==> src/rtl/wfseq_pkg.sv <==
package wfseq_pkg;
  localparam int INSTR_W = 14;
  localparam int OP_W    = 4;
  localparam int ARG_W   = INSTR_W - OP_W;
  localparam int LVL_W   = 8;
  localparam int MUX_BIT = LVL_W;
  localparam int DE_BIT  = LVL_W + 1;
  localparam int NLOOP   = 2;
  localparam int LP_RPT  = 0;
  localparam int LP_RPL  = 1;

  typedef enum logic [OP_W-1:0] {
    OP_SET    = 4'd0,
    OP_RPTSET = 4'd1,
    OP_RPLSET = 4'd2,
    OP_SKIP   = 4'd3,
    OP_STOP   = 4'd4,
    OP_REPEAT = 4'd5,
    OP_REPLAY = 4'd6,
    OP_JUMP   = 4'd7,
    OP_HOLD   = 4'd8
  } op_e;
endpackage

==> src/rtl/wfseq_prog_ram.sv <==
module wfseq_prog_ram #(
  parameter int DEPTH = 64,
  parameter int DW    = 14,
  localparam int AW   = $clog2(DEPTH)
) (
  input  logic          clk,
  input  logic          rst_n,
  input  logic          we,
  input  logic [AW-1:0] waddr,
  input  logic [DW-1:0] wdata,
  input  logic [AW-1:0] raddr,
  output logic [DW-1:0] rdata
);
  logic [DW-1:0] mem_q [DEPTH];

  // Zero-filled after reset so unwritten words decode as a level-0 load
  always_ff @(posedge clk or negedge rst_n) begin
    if (!rst_n) begin
      for (int i = 0; i < DEPTH; i++) mem_q[i] <= '0;
    end else if (we) begin
      mem_q[waddr] <= wdata;
    end
  end

  assign rdata = mem_q[raddr];
endmodule

==> src/rtl/wfseq_loop_unit.sv <==
module wfseq_loop_unit #(
  parameter int AW = 6,
  parameter int CW = 10
) (
  input  logic          clk,
  input  logic          rst_n,
  input  logic          clear,
  input  logic          mark,
  input  logic [AW-1:0] mark_addr,
  input  logic          hit,
  input  logic [CW-1:0] count,
  output logic          branch,
  output logic [AW-1:0] target
);
  logic          act_q, act_n;
  logic [CW-1:0] cnt_q, cnt_n;
  logic [AW-1:0] start_q, start_n;

  assign branch = hit && (act_q ? (cnt_q != '0) : (count != '0));
  assign target = start_q;

  always_comb begin
    act_n   = act_q;
    cnt_n   = cnt_q;
    start_n = start_q;
    if (clear) begin
      act_n   = 1'b0;
      cnt_n   = '0;
      start_n = '0;
    end else begin
      if (mark) start_n = mark_addr;
      if (hit) begin
        if (!act_q) begin
          if (count != '0) begin
            act_n = 1'b1;
            cnt_n = count - CW'(1);
          end
        end else if (cnt_q == '0) begin
          act_n = 1'b0;
        end else begin
          cnt_n = cnt_q - CW'(1);
        end
      end
    end
  end

  always_ff @(posedge clk or negedge rst_n) begin
    if (!rst_n) begin
      act_q   <= 1'b0;
      cnt_q   <= '0;
      start_q <= '0;
    end else begin
      act_q   <= act_n;
      cnt_q   <= cnt_n;
      start_q <= start_n;
    end
  end

  AST_LOOP_EXIT: assert property (@(posedge clk) disable iff (!rst_n)
    (hit && act_q && cnt_q == '0) |=> !act_q);
  AST_LOOP_ENTER: assert property (@(posedge clk) disable iff (!rst_n)
    (hit && !clear && !act_q && count != '0) |=> act_q);
endmodule

==> src/rtl/wfseq_core.sv <==
module wfseq_core
  import wfseq_pkg::*;
#(
  parameter int AW = 6
) (
  input  logic               clk,
  input  logic               rst_n,
  input  logic               en,
  input  logic               frame_mode,
  input  logic               frame_sync,
  input  logic [INSTR_W-1:0] instr,
  output logic [AW-1:0]      pc,
  output logic               de,
  output logic               mux,
  output logic [LVL_W-1:0]   level
);
  op_e              op;
  logic [ARG_W-1:0] arg;
  logic             fs, run;
  logic [AW-1:0]    pc_q, pc_n, pc_inc;
  logic             halt_q, halt_n;
  logic             skb_q, skb_n;
  logic [ARG_W-1:0] skc_q, skc_n;
  logic             de_q, de_n, mux_q, mux_n;
  logic [LVL_W-1:0] lvl_q, lvl_n;
  logic             out_ce;

  logic [NLOOP-1:0] lp_hit, lp_mark, lp_branch;
  logic [AW-1:0]    lp_tgt [NLOOP];

  assign op     = op_e'(instr[INSTR_W-1:ARG_W]);
  assign arg    = instr[ARG_W-1:0];
  assign fs     = en && frame_mode && frame_sync;
  assign run    = en && !fs && !halt_q;
  assign pc_inc = pc_q + AW'(1);

  always_comb begin
    lp_hit  = '0;
    lp_mark = '0;
    lp_hit[LP_RPT]  = run && (op == OP_REPEAT);
    lp_hit[LP_RPL]  = run && (op == OP_REPLAY);
    lp_mark[LP_RPT] = run && (op == OP_RPTSET);
    lp_mark[LP_RPL] = run && (op == OP_RPLSET);
  end

  for (genvar g = 0; g < NLOOP; g++) begin : g_loop
    wfseq_loop_unit #(.AW(AW), .CW(ARG_W)) u_loop (
      .clk      (clk),
      .rst_n    (rst_n),
      .clear    (!en || fs),
      .mark     (lp_mark[g]),
      .mark_addr(pc_q),
      .hit      (lp_hit[g]),
      .count    (arg),
      .branch   (lp_branch[g]),
      .target   (lp_tgt[g])
    );
  end

  always_comb begin
    pc_n   = pc_q;
    halt_n = halt_q;
    skb_n  = skb_q;
    skc_n  = skc_q;
    de_n   = de_q;
    mux_n  = mux_q;
    lvl_n  = lvl_q;
    if (!en) begin
      pc_n   = '0;
      halt_n = 1'b0;
      skb_n  = 1'b0;
      skc_n  = '0;
      de_n   = 1'b0;
    end else if (fs) begin
      pc_n   = '0;
      halt_n = 1'b0;
      skb_n  = 1'b0;
      skc_n  = '0;
    end else if (!halt_q) begin
      case (op)
        OP_SET, OP_RPTSET, OP_RPLSET, OP_HOLD: begin
          lvl_n = arg[LVL_W-1:0];
          mux_n = arg[MUX_BIT];
          de_n  = arg[DE_BIT];
          if (op == OP_HOLD) halt_n = 1'b1;
          else               pc_n   = pc_inc;
        end
        OP_STOP: halt_n = 1'b1;
        OP_SKIP: begin
          if (skb_q) begin
            if (skc_q == ARG_W'(1)) begin
              skb_n = 1'b0;
              pc_n  = pc_inc;
            end else begin
              skc_n = skc_q - ARG_W'(1);
            end
          end else if (arg != '0) begin
            skb_n = 1'b1;
            skc_n = arg;
          end else begin
            pc_n = pc_inc;
          end
        end
        OP_REPEAT: pc_n = lp_branch[LP_RPT] ? lp_tgt[LP_RPT] : pc_inc;
        OP_REPLAY: pc_n = lp_branch[LP_RPL] ? lp_tgt[LP_RPL] : pc_inc;
        OP_JUMP:   pc_n = arg[AW-1:0];
        default:   pc_n = pc_inc;
      endcase
    end
  end

  assign out_ce = (de_n != de_q) || (mux_n != mux_q) || (lvl_n != lvl_q);

  always_ff @(posedge clk or negedge rst_n) begin
    if (!rst_n) begin
      pc_q   <= '0;
      halt_q <= 1'b0;
      skb_q  <= 1'b0;
      skc_q  <= '0;
    end else begin
      pc_q   <= pc_n;
      halt_q <= halt_n;
      skb_q  <= skb_n;
      skc_q  <= skc_n;
    end
  end

  always_ff @(posedge clk or negedge rst_n) begin
    if (!rst_n) begin
      de_q  <= 1'b0;
      mux_q <= 1'b0;
      lvl_q <= '0;
    end else if (out_ce) begin
      de_q  <= de_n;
      mux_q <= mux_n;
      lvl_q <= lvl_n;
    end
  end

  assign pc    = pc_q;
  assign de    = de_q;
  assign mux   = mux_q;
  assign level = lvl_q;

  AST_SKIP_HOLDS: assert property (@(posedge clk) disable iff (!rst_n)
    skb_q |=> ($stable(lvl_q) && $stable(mux_q)));
  AST_JUMP_TARGET: assert property (@(posedge clk) disable iff (!rst_n)
    (run && op == OP_JUMP) |=> (pc_q == $past(arg[AW-1:0])));
  AST_HALT_FROZEN: assert property (@(posedge clk) disable iff (!rst_n)
    (halt_q && en) |=> ($stable(lvl_q) && $stable(de_q) && $stable(mux_q)));
  AST_FRAME_RESTART: assert property (@(posedge clk) disable iff (!rst_n)
    fs |=> (pc_q == '0 && !halt_q));
endmodule

==> src/rtl/wfseq.sv <==
module wfseq
  import wfseq_pkg::*;
#(
  parameter int DEPTH     = 64,
  parameter int EN_BIT    = 0,
  parameter int FRAME_BIT = 2,
  localparam int AW       = $clog2(DEPTH),
  localparam int CTRL_W   = FRAME_BIT + 1
) (
  input  logic               clk,
  input  logic               rst_n,
  input  logic               prog_we,
  input  logic [AW-1:0]      prog_addr,
  input  logic [INSTR_W-1:0] prog_data,
  input  logic               ctrl_we,
  input  logic [CTRL_W-1:0]  ctrl_wdata,
  input  logic               frame_sync,
  output logic               de_o,
  output logic               mux_o,
  output logic [LVL_W-1:0]   level_o
);
  logic               en_q, fm_q;
  logic [AW-1:0]      pc;
  logic [INSTR_W-1:0] instr;
  logic               unused_ctrl;

  assign unused_ctrl = ^ctrl_wdata;

  always_ff @(posedge clk or negedge rst_n) begin
    if (!rst_n) begin
      en_q <= 1'b0;
      fm_q <= 1'b0;
    end else if (ctrl_we) begin
      en_q <= ctrl_wdata[EN_BIT];
      fm_q <= ctrl_wdata[FRAME_BIT];
    end
  end

  wfseq_prog_ram #(.DEPTH(DEPTH), .DW(INSTR_W)) u_ram (
    .clk  (clk),
    .rst_n(rst_n),
    .we   (prog_we),
    .waddr(prog_addr),
    .wdata(prog_data),
    .raddr(pc),
    .rdata(instr)
  );

  wfseq_core #(.AW(AW)) u_core (
    .clk       (clk),
    .rst_n     (rst_n),
    .en        (en_q),
    .frame_mode(fm_q),
    .frame_sync(frame_sync),
    .instr     (instr),
    .pc        (pc),
    .de        (de_o),
    .mux       (mux_o),
    .level     (level_o)
  );

  AST_OFF_CLEARS: assert property (@(posedge clk) disable iff (!rst_n)
    !en_q |=> (pc == '0 && !de_o));
  AST_START_AT_ZERO: assert property (@(posedge clk) disable iff (!rst_n)
    $rose(en_q) |-> (pc == '0));
endmodule

==> config.mk <==
export PLATFORM = sky130hd
export DESIGN_NAME = wfseq
export DESIGN_NICKNAME = d
export VERILOG_FILES = /design/src/rtl/wfseq_pkg.sv /design/src/rtl/wfseq_prog_ram.sv /design/src/rtl/wfseq_loop_unit.sv /design/src/rtl/wfseq_core.sv /design/src/rtl/wfseq.sv
export SDC_FILE = /design/constraint.sdc
export NUM_CORES = 1
export LEC_CHECK = 0
export BUFFER_PORTS_ARGS = -buffer_cell sky130_fd_sc_hd__buf_2
export CORE_UTILIZATION = 40
export DETAILED_ROUTE_END_ITERATION = 10
export GPL_TIMING_DRIVEN = 0
export HOLD_SLACK_MARGIN = 0.06
export PLACE_DENSITY = 0.56
export SLEW_MARGIN = 20
export SYNTH_ARGS = -nofsm -noshare
export SYNTH_HDL_FRONTEND = slang
export SYNTH_SLANG_ARGS = --single-unit
export TNS_END_PERCENT = 30
==> constraint.sdc <==
create_clock -name clk -period 4.7 [get_ports clk]
set_clock_uncertainty 0.1 [all_clocks]
set_input_delay 1.175 -clock clk [delete_from_list [all_inputs] [get_ports clk]]
set_output_delay 1.175 -clock clk [all_outputs]
set_load 0.01 [all_outputs]
== Word-level counts from Yosys, hierarchy flattened ==
Index checks and enable logic that the tools add are counted.
Storage, ports and cells
  bits in registers: 960
  logic and storage cells: 216
  output and inout bits: 10
  bits of input ports: 28
Cells by class
  eq/ne operators: 22
  reduce and logical (&&, ||, !) cells: 35
  muxes and demuxes: 70
  bitwise operators: 2
  $add $sub $neg: 5
  $lt $le $gt $ge: 3
Operators by type and width (number)
  bitwise mux 896 bit: 1
  two-way mux 10 bit: 16
  binary-select mux 14 bit (select 6 bit): 1
  demux 14 bit (select 6 bit): 1
  two-way mux 6 bit: 13
  two-way mux 14 bit: 3
  subtractor 10 x 1 -> 10 bit (second input constant): 4
  case mux 6 bit (6 select lines): 1
  two-way mux 8 bit: 4
  nonzero test 10 bit: 3
  two-way mux 1 bit: 29
  zero test 10 bit: 2
  == test 4 x 3 -> 1 bit (second input constant): 4
  >= comparator 7 bit (second input constant): 2
  NOT 6 -> 7 bit: 2
  logical AND 1 bit: 11
  == test 10 x 1 -> 1 bit (second input constant): 1
  != test 3 x 2 -> 1 bit (second input constant): 3
  == test 4 x 2 -> 1 bit (second input constant): 2
  != test 4 x 3 -> 1 bit (second input constant): 2
  != test 8 bit: 1
  nonzero test 2 bit: 4
  less-than comparator 7 x 1 -> 1 bit (second input constant): 1
  adder 6 x 1 -> 6 bit (second input constant): 1
  18 further kinds: 25

== Longest topological paths before layout ==
  depth after elaboration: 13
  gate-level depth with buffers: 19
  mapped depth without buffers: 13

== Modules after synthesis ==
From an unflattened synthesis, not the netlist that was laid out.
Unflattened totals
  cells, all modules: 3029
  area, all modules: 45107.0 um^2
Modules (own cells, without submodules)
  wfseq_prog_ram: cells each 2577, sequential area each 22421.5 um^2, area each 40770.4 um^2, times used 1
  wfseq_loop_unit: cells each 109, sequential area each 425.4 um^2, area each 1097.3 um^2, times used 2
  wfseq_core: cells each 230, sequential area each 700.7 um^2, area each 2069.5 um^2, times used 1
  wfseq: cells each 4, sequential area each 50.0 um^2, area each 72.6 um^2, times used 1

== Worst setup path after synthesis ==
No wires, ideal clock.
  kind: register -> register
  start point: register u_core.pc_q[1] (netlist: u_core.pc[1])
  end point: register u_core.pc_q[5] (netlist: u_core.pc[5])
  setup time: 121 ps
  required time: 4479 ps
  clock period less this slack: 4578 ps
  path buffers: 5
  stages on the path, launching flop included: 19
  path slack: 122 ps
  arrival time: 4357 ps
  cells stage by stage: dfrtp_1 buf_2 buf_4 buf_2 buf_2 buf_1 mux4_2 mux4_2 a22oi_1 nand3_2 inv_1 ha_1 inv_1 nor4_4 nand3_2 o21ai_4 mux2_1 a211o_1 a22o_1
On the way
  cells in the longest elaborated chain, start to end: 12
  elaborated cells between the ends (all ways): 37
  classes of those cells: add/sub: 1; eq/ne: 12; mux: 15; bitwise: 1; reduce/logical: 8
Ends and longest elaborated chain
  start: declaration: line wfseq_core.sv:20  | logic [AW-1:0] pc_q, pc_n, pc_inc;
  start signal: assignment: line wfseq_core.sv:121  | pc_q <= pc_n;
  NOT 6 -> 7 bit (not written as such): line wfseq_prog_ram.sv:25  | assign rdata = mem_q[raddr];
  binary-select mux 14 bit (select 6 bit): line wfseq_prog_ram.sv:25
  two-way mux 14 bit (not written as such) (2 in a row): line wfseq_prog_ram.sv:25
  nonzero test 10 bit (tied with other cells): line wfseq_loop_unit.sv:19, wfseq_core.sv:97
  two-way mux 1 bit (tied with other cells): line wfseq_loop_unit.sv:19  | assign branch = hit && (act_q ? (cnt_q != '0) : (count != '0));
  logical AND 1 bit: line wfseq_loop_unit.sv:19
  two-way mux 6 bit (on tied branches): line wfseq_core.sv:105, wfseq_core.sv:104
  case mux 6 bit (6 select lines): line wfseq_core.sv:80  | case (op)
  two-way mux 6 bit: line wfseq_core.sv:79  | end else if (!halt_q) begin
  two-way mux 6 bit: line wfseq_core.sv:74  | end else if (fs) begin
  two-way mux 6 bit: line wfseq_core.sv:68  | if (!en) begin
Several ways; a longest one is shown, not always the timed one. The select of a mux whose other input is x is not followed.
A chain may end at the register's enable or synchronous reset.

== Worst setup path after layout ==
  start point: register u_core.pc_q[4] (netlist: u_core.pc[4])
  end point: register u_core.pc_q[5] (netlist: u_core.pc[5])
The elaborated chain is that of the path after synthesis.

==> metrics.yaml <==
clock_tree.buffer_depth: 3
switchingPower_mw: 10.1
cp_top_family: "simple AND/OR/NAND/NOR gates"
dp_hpwl_mm: 114
finalNetCount: 3348
ir_worst_vdd_v: 0.000306
finalCriticalPeriod_ps: 4860
status: "finished, violations left"
synthToLayoutAreaGrowth_pct: 15.7
clockRootBuffer: "sky130_fd_sc_hd__clkbuf_16"
clock_sink_count: 960
cpMostUsedCell: "sky130_fd_sc_hd__o21ai_4"
pwr_density_cell_mw_per_mm2: 546
clk_transition_reported_paths_ps: 60
static-leakage-power_nw: 23.4
portion_of_synthesized_cell_area_occupied_by_the_leading_cell_type_pct: 53.2
placement.io_buffers: 22
synth-edff-count: 0
fp.coreArea_sq_mm: 0.111
drc: 0
wl_mm: 165
via_count: 29818
tritoncts_clock_tree: "yes"
power.switching_fraction_pct: 35.6
maxSlewViolCount: 0
yosysTopAreaCell: "sky130_fd_sc_hd__dfrtp_1"
vias_per_cell: 6.10
final.setup.worst_slack_ps: -155
crit_path_max_incr_delay_ps: 880
synth_cell_types: 87
commonest_cells_after_routing_fill_and_taps_aside: "sky130_fd_sc_hd__dfrtp_1 (958), sky130_fd_sc_hd__mux2_2 (907), sky130_fd_sc_hd__mux4_2 (216), sky130_fd_sc_hd__clkbuf_1 (179), sky130_fd_sc_hd__nand2_1 (116)"
pre_cts_worst_setup_slack_ps: -2360
endpoint_arrival_time_on_the_critical_path_ps: 5330
h-tree-depth: 3
synth_area_per_cell_sq_um: 14.5
clk_latency_ps: 710
antenna_found_initial: 5
cts_buffers: 107
grt_usage_pct: 29.3
comb_power_share_pct: 35.7
final-setup-viol-count: 13
path_buf_inv: 2
hp-class: "in2async"
total_power_mw: 28.5
fillers: 9686
place.gp.congestion: 0.914
firstDrtPassIters: 6
worst_setup_path_startpoint: "u_core.pc[4]"
floorplan.die.height_um: 338
number_of_global_route_vias_before_repair: 31161
violated_checks: "setup timing"
die-width_um: 338
critical_path_class: "reg2reg"
start_util_pct: 40.6
final_common_cell: "sky130_fd_sc_hd__dfrtp_1"
first_iter_violations: 2757
synth-async-reset-ratio_pct: 100
pwr-share-clk_pct: 29.2
post_synth_instance_area_sq_mm: 0.0452
grt_pass1_wl_mm: 235
ys_seq_area_share_pct: 53.2
timing.final.crit_share_pct: 103
synth_flop_cell: "sky130_fd_sc_hd__dfrtp_1"
critical-path-slowest-cell: "sky130_fd_sc_hd__nor2_2"
r2r-start: "u_core.pc[4]"
cp-end-kind: "register"
design.die.area_sq_mm: 0.114
rows: 122
timing.critical_path.fanout_max: 10
max-slew-margin-rel_pct: 13.8
wire_per_inst_um: 33.8
post_synthesis_register_bit_count: 960
achievable-frequency_mhz: 206
p_seq_share_pct: 35.1
cellInternalPower_mw: 18.4
hold_viol_final: 0
synth_fp_nets: 3148
post_route_cells_drive_above_1_share_pct: 45.0
grt_setup_unrepaired: "yes"
io_pins: 38
syn-instance-count: 3114
synth-warning-count: 0
worst_setup_path_start_kind: "register"
globalRoute.totalOverflow: 0
cap_violations: 0
critical_path_cell_list: "clkinv_1 > nor2_2 > nand3_1 > o211ai_1 > o21ai_4 > nor4_4 > nand3_2 > o21ai_4 > buf_12 > mux2_4 > a211o_1 > a22o_1"
final_antenna_net_count: 0
synthTopCellsByArea: "sky130_fd_sc_hd__dfrtp_1 (53%), sky130_fd_sc_hd__mux2_2 (23%), sky130_fd_sc_hd__mux4_2 (11%), sky130_fd_sc_hd__mux2i_1 (1.7%), sky130_fd_sc_hd__clkbuf_1 (1.4%)"
tightest_slew_ps: 1290
cp_data_required_time_ps: 5180
grt_start_max_net_pins: 139
## per-stage QoR
step	utilization, %	cells	TNS (ps)	instance area, sq um	hold WS, ps
floorplan	-	3114	0	45200	372
global placement	42.4	4624	-	47100	367
detailed placement	42.7	4634	-97590	47500	374
CTS	46.8	4885	-162	52100	279
global route	46.9	4888	-485	52200	299
finish	47.0	4889	-754	52200	276
## final cells by class
cell class              count  area, sq um  share of cell area (%)
well taps                1488         1860                    3.56
diodes                      1         2.50                 0.00479
clock buffers             163         3140                    6.01
repair buffers             94          918                    1.76
inverters                  23         98.8                   0.189
multi-input cells        1859        20000                    38.2
flip-flops and latches    960        24000                    46.0
plain buffers             269         1910                    3.66
clock inverters            32          324                   0.620
## state kept, by name (all words and copies together), names as in the netlist, 2 cells and up
| name | flops |
|---|---|
| u_core.pc | 6 |
| u_ram.mem_q | 896 |
| u_core.g_loop.u_loop.act_q | 2 |
| u_core.g_loop.u_loop.cnt_q | 20 |
| u_core.level | 8 |
| u_core.skc_q | 10 |
| u_core.g_loop.u_loop.target | 12 |
## power by group through the flow
| stage | Combinational [mW] | Clock [mW] | Sequential, mW |
|---|---|---|---|
| after global routing | 10.5 | 8.79 | 10.1 |
| after detailed placement | 8.80 | 0 | 10.1 |
| final | 10.2 | 8.33 | 10.0 |
| after CTS | 9.88 | 8.42 | 9.97 |
| after floorplan | 5.39 | 0 | 9.88 |
| after global placement | 8.60 | 0 | 10.0 |
## Yosys cell counts (4+ instances only)
cell,n
sky130_fd_sc_hd__mux2_2,907
sky130_fd_sc_hd__nand2b_1,12
sky130_fd_sc_hd__buf_1,43
sky130_fd_sc_hd__buf_6,21
sky130_fd_sc_hd__inv_1,21
sky130_fd_sc_hd__o211ai_1,4
sky130_fd_sc_hd__o21ai_1,9
sky130_fd_sc_hd__a21oi_1,50
sky130_fd_sc_hd__or3_1,19
sky130_fd_sc_hd__buf_8,4
sky130_fd_sc_hd__nor3b_1,6
sky130_fd_sc_hd__nand2_1,118
sky130_fd_sc_hd__o221ai_1,8
sky130_fd_sc_hd__a211oi_1,6
sky130_fd_sc_hd__and3_1,7
sky130_fd_sc_hd__mux2i_1,78
sky130_fd_sc_hd__a221o_1,10
sky130_fd_sc_hd__nand3_1,24
sky130_fd_sc_hd__dfrtp_1,960
sky130_fd_sc_hd__nor2_1,114
sky130_fd_sc_hd__o21ai_0,33
sky130_fd_sc_hd__and2_1,18
sky130_fd_sc_hd__nand3b_1,4
sky130_fd_sc_hd__a221oi_1,4
sky130_fd_sc_hd__a31oi_1,18
sky130_fd_sc_hd__a211o_1,5
sky130_fd_sc_hd__buf_4,4
sky130_fd_sc_hd__nor2b_1,14
sky130_fd_sc_hd__a22o_1,9
sky130_fd_sc_hd__ha_1,6
sky130_fd_sc_hd__mux2_1,9
sky130_fd_sc_hd__clkbuf_1,170
sky130_fd_sc_hd__or4_1,4
sky130_fd_sc_hd__buf_2,28
sky130_fd_sc_hd__or2_2,5
sky130_fd_sc_hd__o22ai_1,10
sky130_fd_sc_hd__nor3_1,25
sky130_fd_sc_hd__mux4_2,216
sky130_fd_sc_hd__xnor2_1,11
sky130_fd_sc_hd__a22oi_1,34
## layer usage
metal / wire length, um / vias to the layer above / GRT usage [%]
met2: 77100 / 1216 / 46.6
met4: 9400 / 2 / 14.5
met1: 68000 / 16264 / 38.6
met5: 12 / - / 0
met3: 10600 / 408 / 5.46
li1: - / 11928 / -
## repair_timing
action / 4_1_cts / 5_1_grt
setup endpoints to repair: 62 / 42
gates resized for setup: 175 / 33
pin swaps: 14 / 10
hold buffers: 0 / 0
buffers inserted: 57 / 5
## kinds of logic after synthesis
logic type,after synthesis,share of synthesized area (%)
compound gates,235,3.71
flops,960,53.2
fa+ha+maj,7,0.188
buf+inv,295,3.05
simple gates,393,4.26
xor+xnor,13,0.252
mux,1211,35.4
## worst paths after layout
| path | end | slack [ps] | depth (start not counted) |
|---|---|---|---|
| max | u_core.pc[5] | -160 | 12 |
| min | u_ram.mem_q[826] | 280 | 1 |
| max reg2reg | u_core.pc[5] | -160 | 12 |
| min reg2reg | u_core.level[0] | 380 | 1 |
| max in group asynchronous | u_ram.mem_q[264] | 1200 | 6 |
| min in group clk | u_core.level[0] | 380 | 1 |
Note: power is estimated with default switching activity, not from simulation.
